==> src/rtl/cdt_pkg.sv <==
package cdt_pkg;
  localparam int ST_TO    = 0;
  localparam int ST_RUN   = 1;
  localparam int CT_ITO   = 0;
  localparam int CT_CONT  = 1;
  localparam int CT_START = 2;
  localparam int CT_STOP  = 3;

  typedef enum logic [1:0] {
    REG_STAT = 2'd0,
    REG_CTRL = 2'd1,
    REG_PER  = 2'd2,
    REG_SNAP = 2'd3
  } reg_idx_e;
endpackage

==> src/rtl/cdt_decode.sv <==
module cdt_decode
  import cdt_pkg::*;
#(
  parameter int ADDR_W = 6
) (
  input  logic [ADDR_W-1:0] addr_i,
  output logic              hit_o,
  output reg_idx_e          idx_o
);
  assign idx_o = reg_idx_e'(addr_i[3:2]);

  generate
    if (ADDR_W > 4) begin : g_wide
      assign hit_o = (addr_i[ADDR_W-1:4] == '0);
    end else begin : g_narrow
      assign hit_o = 1'b1;
    end
  endgenerate
endmodule

==> src/rtl/cdt_counter.sv <==
module cdt_counter #(
  parameter int DATA_W = 32
) (
  input  logic              clk_i,
  input  logic              rst_ni,
  input  logic              load_i,
  input  logic [DATA_W-1:0] load_val_i,
  input  logic              start_i,
  input  logic              stop_i,
  input  logic              cont_i,
  input  logic [DATA_W-1:0] reload_i,
  output logic [DATA_W-1:0] cnt_o,
  output logic              run_o,
  output logic              expire_o
);
  localparam logic [DATA_W-1:0] ONE = DATA_W'(1);

  logic [DATA_W-1:0] cnt_q;
  logic              run_q;

  // a stop in the same cycle freezes the count and suppresses expiry
  assign expire_o = run_q && !stop_i && (cnt_q <= ONE);

  always_ff @(posedge clk_i or negedge rst_ni) begin
    if (!rst_ni) begin
      cnt_q <= '0;
      run_q <= 1'b0;
    end else begin
      if (load_i)                cnt_q <= load_val_i;
      else if (expire_o)         cnt_q <= cont_i ? reload_i : '0;
      else if (run_q && !stop_i) cnt_q <= cnt_q - ONE;

      if (stop_i)                   run_q <= 1'b0;
      else if (start_i)             run_q <= 1'b1;
      else if (expire_o && !cont_i) run_q <= 1'b0;
    end
  end

  assign cnt_o = cnt_q;
  assign run_o = run_q;
endmodule

==> src/rtl/cdt_timer.sv <==
module cdt_timer
  import cdt_pkg::*;
#(
  parameter int DATA_W = 32,
  parameter int ADDR_W = 6
) (
  input  logic              clk_i,
  input  logic              rst_ni,
  input  logic              we_i,
  input  logic [ADDR_W-1:0] addr_i,
  input  logic [DATA_W-1:0] wdata_i,
  output logic [DATA_W-1:0] rdata_o,
  output logic              irq_o
);
  logic              hit;
  reg_idx_e          idx;
  logic              wr_stat, wr_ctrl, wr_per;
  logic [DATA_W-1:0] ctrl_q, per_q, cnt_q;
  logic              to_q, run_q, expire;

  cdt_decode #(.ADDR_W(ADDR_W)) u_dec (
    .addr_i(addr_i),
    .hit_o (hit),
    .idx_o (idx)
  );

  assign wr_stat = we_i && hit && (idx == REG_STAT);
  assign wr_ctrl = we_i && hit && (idx == REG_CTRL);
  assign wr_per  = we_i && hit && (idx == REG_PER);

  cdt_counter #(.DATA_W(DATA_W)) u_cnt (
    .clk_i     (clk_i),
    .rst_ni    (rst_ni),
    .load_i    (wr_per),
    .load_val_i(wdata_i),
    .start_i   (wr_ctrl && wdata_i[CT_START]),
    .stop_i    (wr_ctrl && wdata_i[CT_STOP]),
    .cont_i    (ctrl_q[CT_CONT]),
    .reload_i  (per_q),
    .cnt_o     (cnt_q),
    .run_o     (run_q),
    .expire_o  (expire)
  );

  always_ff @(posedge clk_i or negedge rst_ni) begin
    if (!rst_ni) begin
      ctrl_q <= '0;
      per_q  <= '0;
      to_q   <= 1'b0;
    end else begin
      if (wr_ctrl) ctrl_q <= wdata_i;
      if (wr_per)  per_q  <= wdata_i;
      // expiry outranks a clearing write in the same cycle
      if (expire)       to_q <= 1'b1;
      else if (wr_stat) to_q <= 1'b0;
    end
  end

  always_comb begin
    rdata_o = '0;
    if (hit) begin
      unique case (idx)
        REG_STAT: begin
          rdata_o[ST_TO]  = to_q;
          rdata_o[ST_RUN] = run_q;
        end
        REG_CTRL: rdata_o = ctrl_q;
        REG_PER:  rdata_o = per_q;
        REG_SNAP: rdata_o = cnt_q;
        default:  rdata_o = '0;
      endcase
    end
  end

  assign irq_o = to_q && ctrl_q[CT_ITO];
endmodule

==> config.mk <==
export PLATFORM = sky130hd
export DESIGN_NAME = cdt_timer
export DESIGN_NICKNAME = d
export VERILOG_FILES = /design/src/rtl/cdt_pkg.sv /design/src/rtl/cdt_decode.sv /design/src/rtl/cdt_counter.sv /design/src/rtl/cdt_timer.sv
export SDC_FILE = /design/constraint.sdc
export NUM_CORES = 1
export LEC_CHECK = 0
export BUFFER_PORTS_ARGS = -buffer_cell sky130_fd_sc_hd__buf_2
export CAP_MARGIN = 25
export CORE_AREA = 3 3 125 127
export CTS_CLUSTER_DIAMETER = 30
export CTS_CLUSTER_SIZE = 14
export DETAILED_ROUTE_END_ITERATION = 8
export DIE_AREA = 0 0 128 130
export GPL_TIMING_DRIVEN = 0
export PLACE_DENSITY = 0.68
export SLEW_MARGIN = 30
export SYNTH_ARGS = -nofsm -noshare
export SYNTH_HDL_FRONTEND = slang
export SYNTH_SLANG_ARGS = --single-unit
==> constraint.sdc <==
create_clock -name clk_i -period 2.8 [get_ports clk_i]
set_clock_uncertainty 0.05 [all_clocks]
set_input_delay 0 -clock clk_i [delete_from_list [all_inputs] [get_ports clk_i]]
set_output_delay 0 -clock clk_i [all_outputs]
set_load 0.01 [all_outputs]
==> results_dict.tcl <==
set metrics [dict create \
    status "finished clean" \
    syn_avg_cell_area_um2 9.18 \
    avgViaCountPerCell 5.73 \
    cp-end-kind "register" \
    layout.nets 798 \
    final-setup-viol-count 0 \
    drv_slew 0 \
    seq_area_um2 2450 \
    cpMaxStageDelayCell "dfrtp_1" \
    crit_chain "inv_1, ha_1, o21ba_2, nand4_1, nor4b_4, buf_4, nor2_4, buf_2, o21ai_0, a2bb2oi_1" \
    synthCells 632 \
    synth-seq-area-share 0.423 \
    numPortBuffers 69 \
    power_density_nw_per_um2 598 \
    fin_area_um2 7130 \
    worst_pin_slew_ns 0.732 \
    startpoint_type "register" \
    firstDrtPassIters 6 \
    period_minus_slack_ns 2.70 \
    fp.dieH_um 130 \
    yosys_warnings 0 \
    routabilityCongestion 0.903 \
    crit_family "simple AND/OR/NAND/NOR gates" \
    p_leak_nw 3.16 \
    syn-cell-area_um2 5800 \
    io_pins 74 \
    drive_above_1_share 0.248 \
    hp-class "in -> async" \
    start_util 0.399 \
    clk_latency_ns 0.35 \
    rsz0062_at_grt "no" \
    ctsLongestPathBuffers 2 \
    required_ns 3.03 \
    finalSetupTns_ns 0 \
    fp.dieW_um 128 \
    cp.arrival_ns 2.93 \
    synth_top_flop_cell "dfrtp_1" \
    cts_tree "yes" \
    max_stage_delay_ns 0.49 \
    htree_levels 3 \
    gr-total-overflow 0 \
    antenna_found_initial 0 \
    core_um2 14500 \
    ys_async_sr_fraction 1.00 \
    post-route-util 0.490 \
    first_global_vias 5332 \
    synth_top_area_share 0.423 \
    dpl.hpwl_um 12300 \
    ys_ff_latch 98 \
    path_class "reg -> reg" \
    relSlewSlack 0.512 \
    cts_made_buffers 9 \
    synthTopCellsByCount "nand2_1 (129), dfrtp_1 (98), mux2_2 (62)" \
    drtIter0Drc 484 \
    hold_ws_ns 0.0514 \
    grt_max_degree 64 \
    cts-root-buf "clkbuf_16" \
    grtUsageTotal 0.215 \
    syn_to_final_growth_pct 22.8 \
    synth_edf_count 0 \
    worst-path-buf-inv 3 \
    clock.fmax_ghz 0.371 \
    multi_input_area_um2 3170 \
    syn_nets 675 \
    ant_nets 0 \
    vias 5390 \
    cp_num_cells 10 \
    clock_sinks 98 \
    path_clk_slew_ns 0.07 \
    yosys.area.top_type "dfrtp_1" \
    ir_drop_mv 0.332 \
    dieArea_um2 16600 \
    drv_cap 0 \
    antenna_cells 0 \
    place_area_um2 6410 \
    reg2regPathDepth 10 \
    drc 0 \
    grt_pass1_wl_um 28100 \
    row_count 44 \
    nFillCells 1414 \
    fin_crit_sh 0.964 \
    wl_um 17600 \
    synth_most_common_cell "nand2_1" \
    hold_viol 0 \
    wire_per_inst_um 18.7 \
    synth_area_leaders "dfrtp_1 (42%), mux2_2 (12%), nand2_1 (8.3%)" \
    critPathMaxFanout 10 \
    synthDistinctLibCells 59 \
]
==> sequential cells by signal, summed over array words and instances, names as in the netlist <==
| register | flops |
|---|---|
| to_q | 1 |
| u_cnt.cnt_o | 32 |
| ctrl_q | 32 |
| per_q | 32 |
| u_cnt.run_o | 1 |
==> report_power, final <==
part / leakage [nW] / internal [mW] / total (mW) / switching [mW]
Sequential: 1.14 / 1.72 / 2.04 / 0.322
Clock: 0.128 / 0.637 / 1.16 / 0.523
Combinational: 1.89 / 0.544 / 1.06 / 0.515
==> worst register-to-register path: stages (launching register included) <==
cell       delay (ns)
dfrtp_1          0.49
inv_1            0.14
ha_1             0.27
o21ba_2          0.21
nand4_1          0.28
nor4b_4          0.09
buf_4            0.18
nor2_4           0.29
buf_2            0.32
o21ai_0          0.13
a2bb2oi_1        0.16
==> stage by stage <==
| step | setup WS [ns] | cells | total power [mW] |
|---|---|---|---|
| final | 0.101 | 941 | 4.26 |
| after global routing | 0.000536 | 941 | 4.50 |
| after CTS | -0.0101 | 936 | 4.25 |
| after detailed placement | -0.188 | 886 | 3.06 |
| after global placement | -0.224 | 885 | 3.02 |
| after floorplan | 0.497 | 632 | 2.70 |
==> cells by family after synthesis <==
family	count (synthesis)	share of synthesized area
DFF	98	0.423
AOI/OAI and AO/OA	134	0.167
muxes	66	0.132
buffers and inverters	48	0.0386
adders and majority gates	2	0.00431
and+or+nand+nor	284	0.236
==> layout make-up <==
type | count | share of cell area
well taps | 184 | 0.0323
repair buffers | 112 | 0.110
multi-input cells | 486 | 0.444
plain buffers | 43 | 0.0300
clock buffers | 13 | 0.0365
inverters | 5 | 0.00263
flip-flops and latches | 98 | 0.344
==> per-layer routing <==
layer,global-route usage,vias up,share of wire
met4,0.0855,0,0.026
met1,0.290,2610,0.45
met2,0.347,209,0.46
met5,0,-,0
met3,0.0372,32,0.067
li1,-,2539,-
==> path summary, 6_finish.rpt <==
path / from / endpoint / slack (ns)
worst max-delay path: u_cnt.cnt_o[0] / u_cnt.cnt_o[27] / 0.10
min in group clk_i: addr_i[5] / u_cnt.run_o / 0.05
worst max register to register: u_cnt.cnt_o[0] / u_cnt.cnt_o[27] / 0.10
max in group asynchronous: rst_ni / u_cnt.cnt_o[28] / 1.97
worst min register to register: ctrl_q[3] / ctrl_q[3] / 0.44
worst min-delay path: rst_ni / ctrl_q[3] / 0.05
==> cells in the final DEF (no fill, tap or decap), types with 3 or more instances in the layout <==
master and n:
a2bb2oi_1 5, clkbuf_16 9, a21o_1 3, nor3_1 24, o31ai_1 4, clkbuf_2 5
a22o_1 9, a221o_1 5, dfrtp_1 98, a31oi_1 3, o21ai_0 6, a21oi_1 23
nor4_4 4, nor4_1 4, a2111oi_0 3, nand4_1 5, and3_1 5, mux2_2 62
a22oi_1 35, o21a_1 8, nand2_1 129, or3_1 3, nand3_1 19, clkbuf_1 24
buf_6 5, buf_1 3, and2_1 8, inv_1 5, o21ai_1 11, nor2_1 54
buf_4 7, dlygate4sd3_1 36, a32oi_1 8, buf_2 75, nand2b_1 9
==> timing repair <==
item                                    CTS  global route
endpoints found under the hold margin   182             0
gates resized for setup                   1            14
buffers inserted                          1             5
endpoints found under the setup margin    2            56
hold buffers                             36             0
cloned                                    0             0
pin swaps                                 1             4
(Power assumes the default switching activity.)
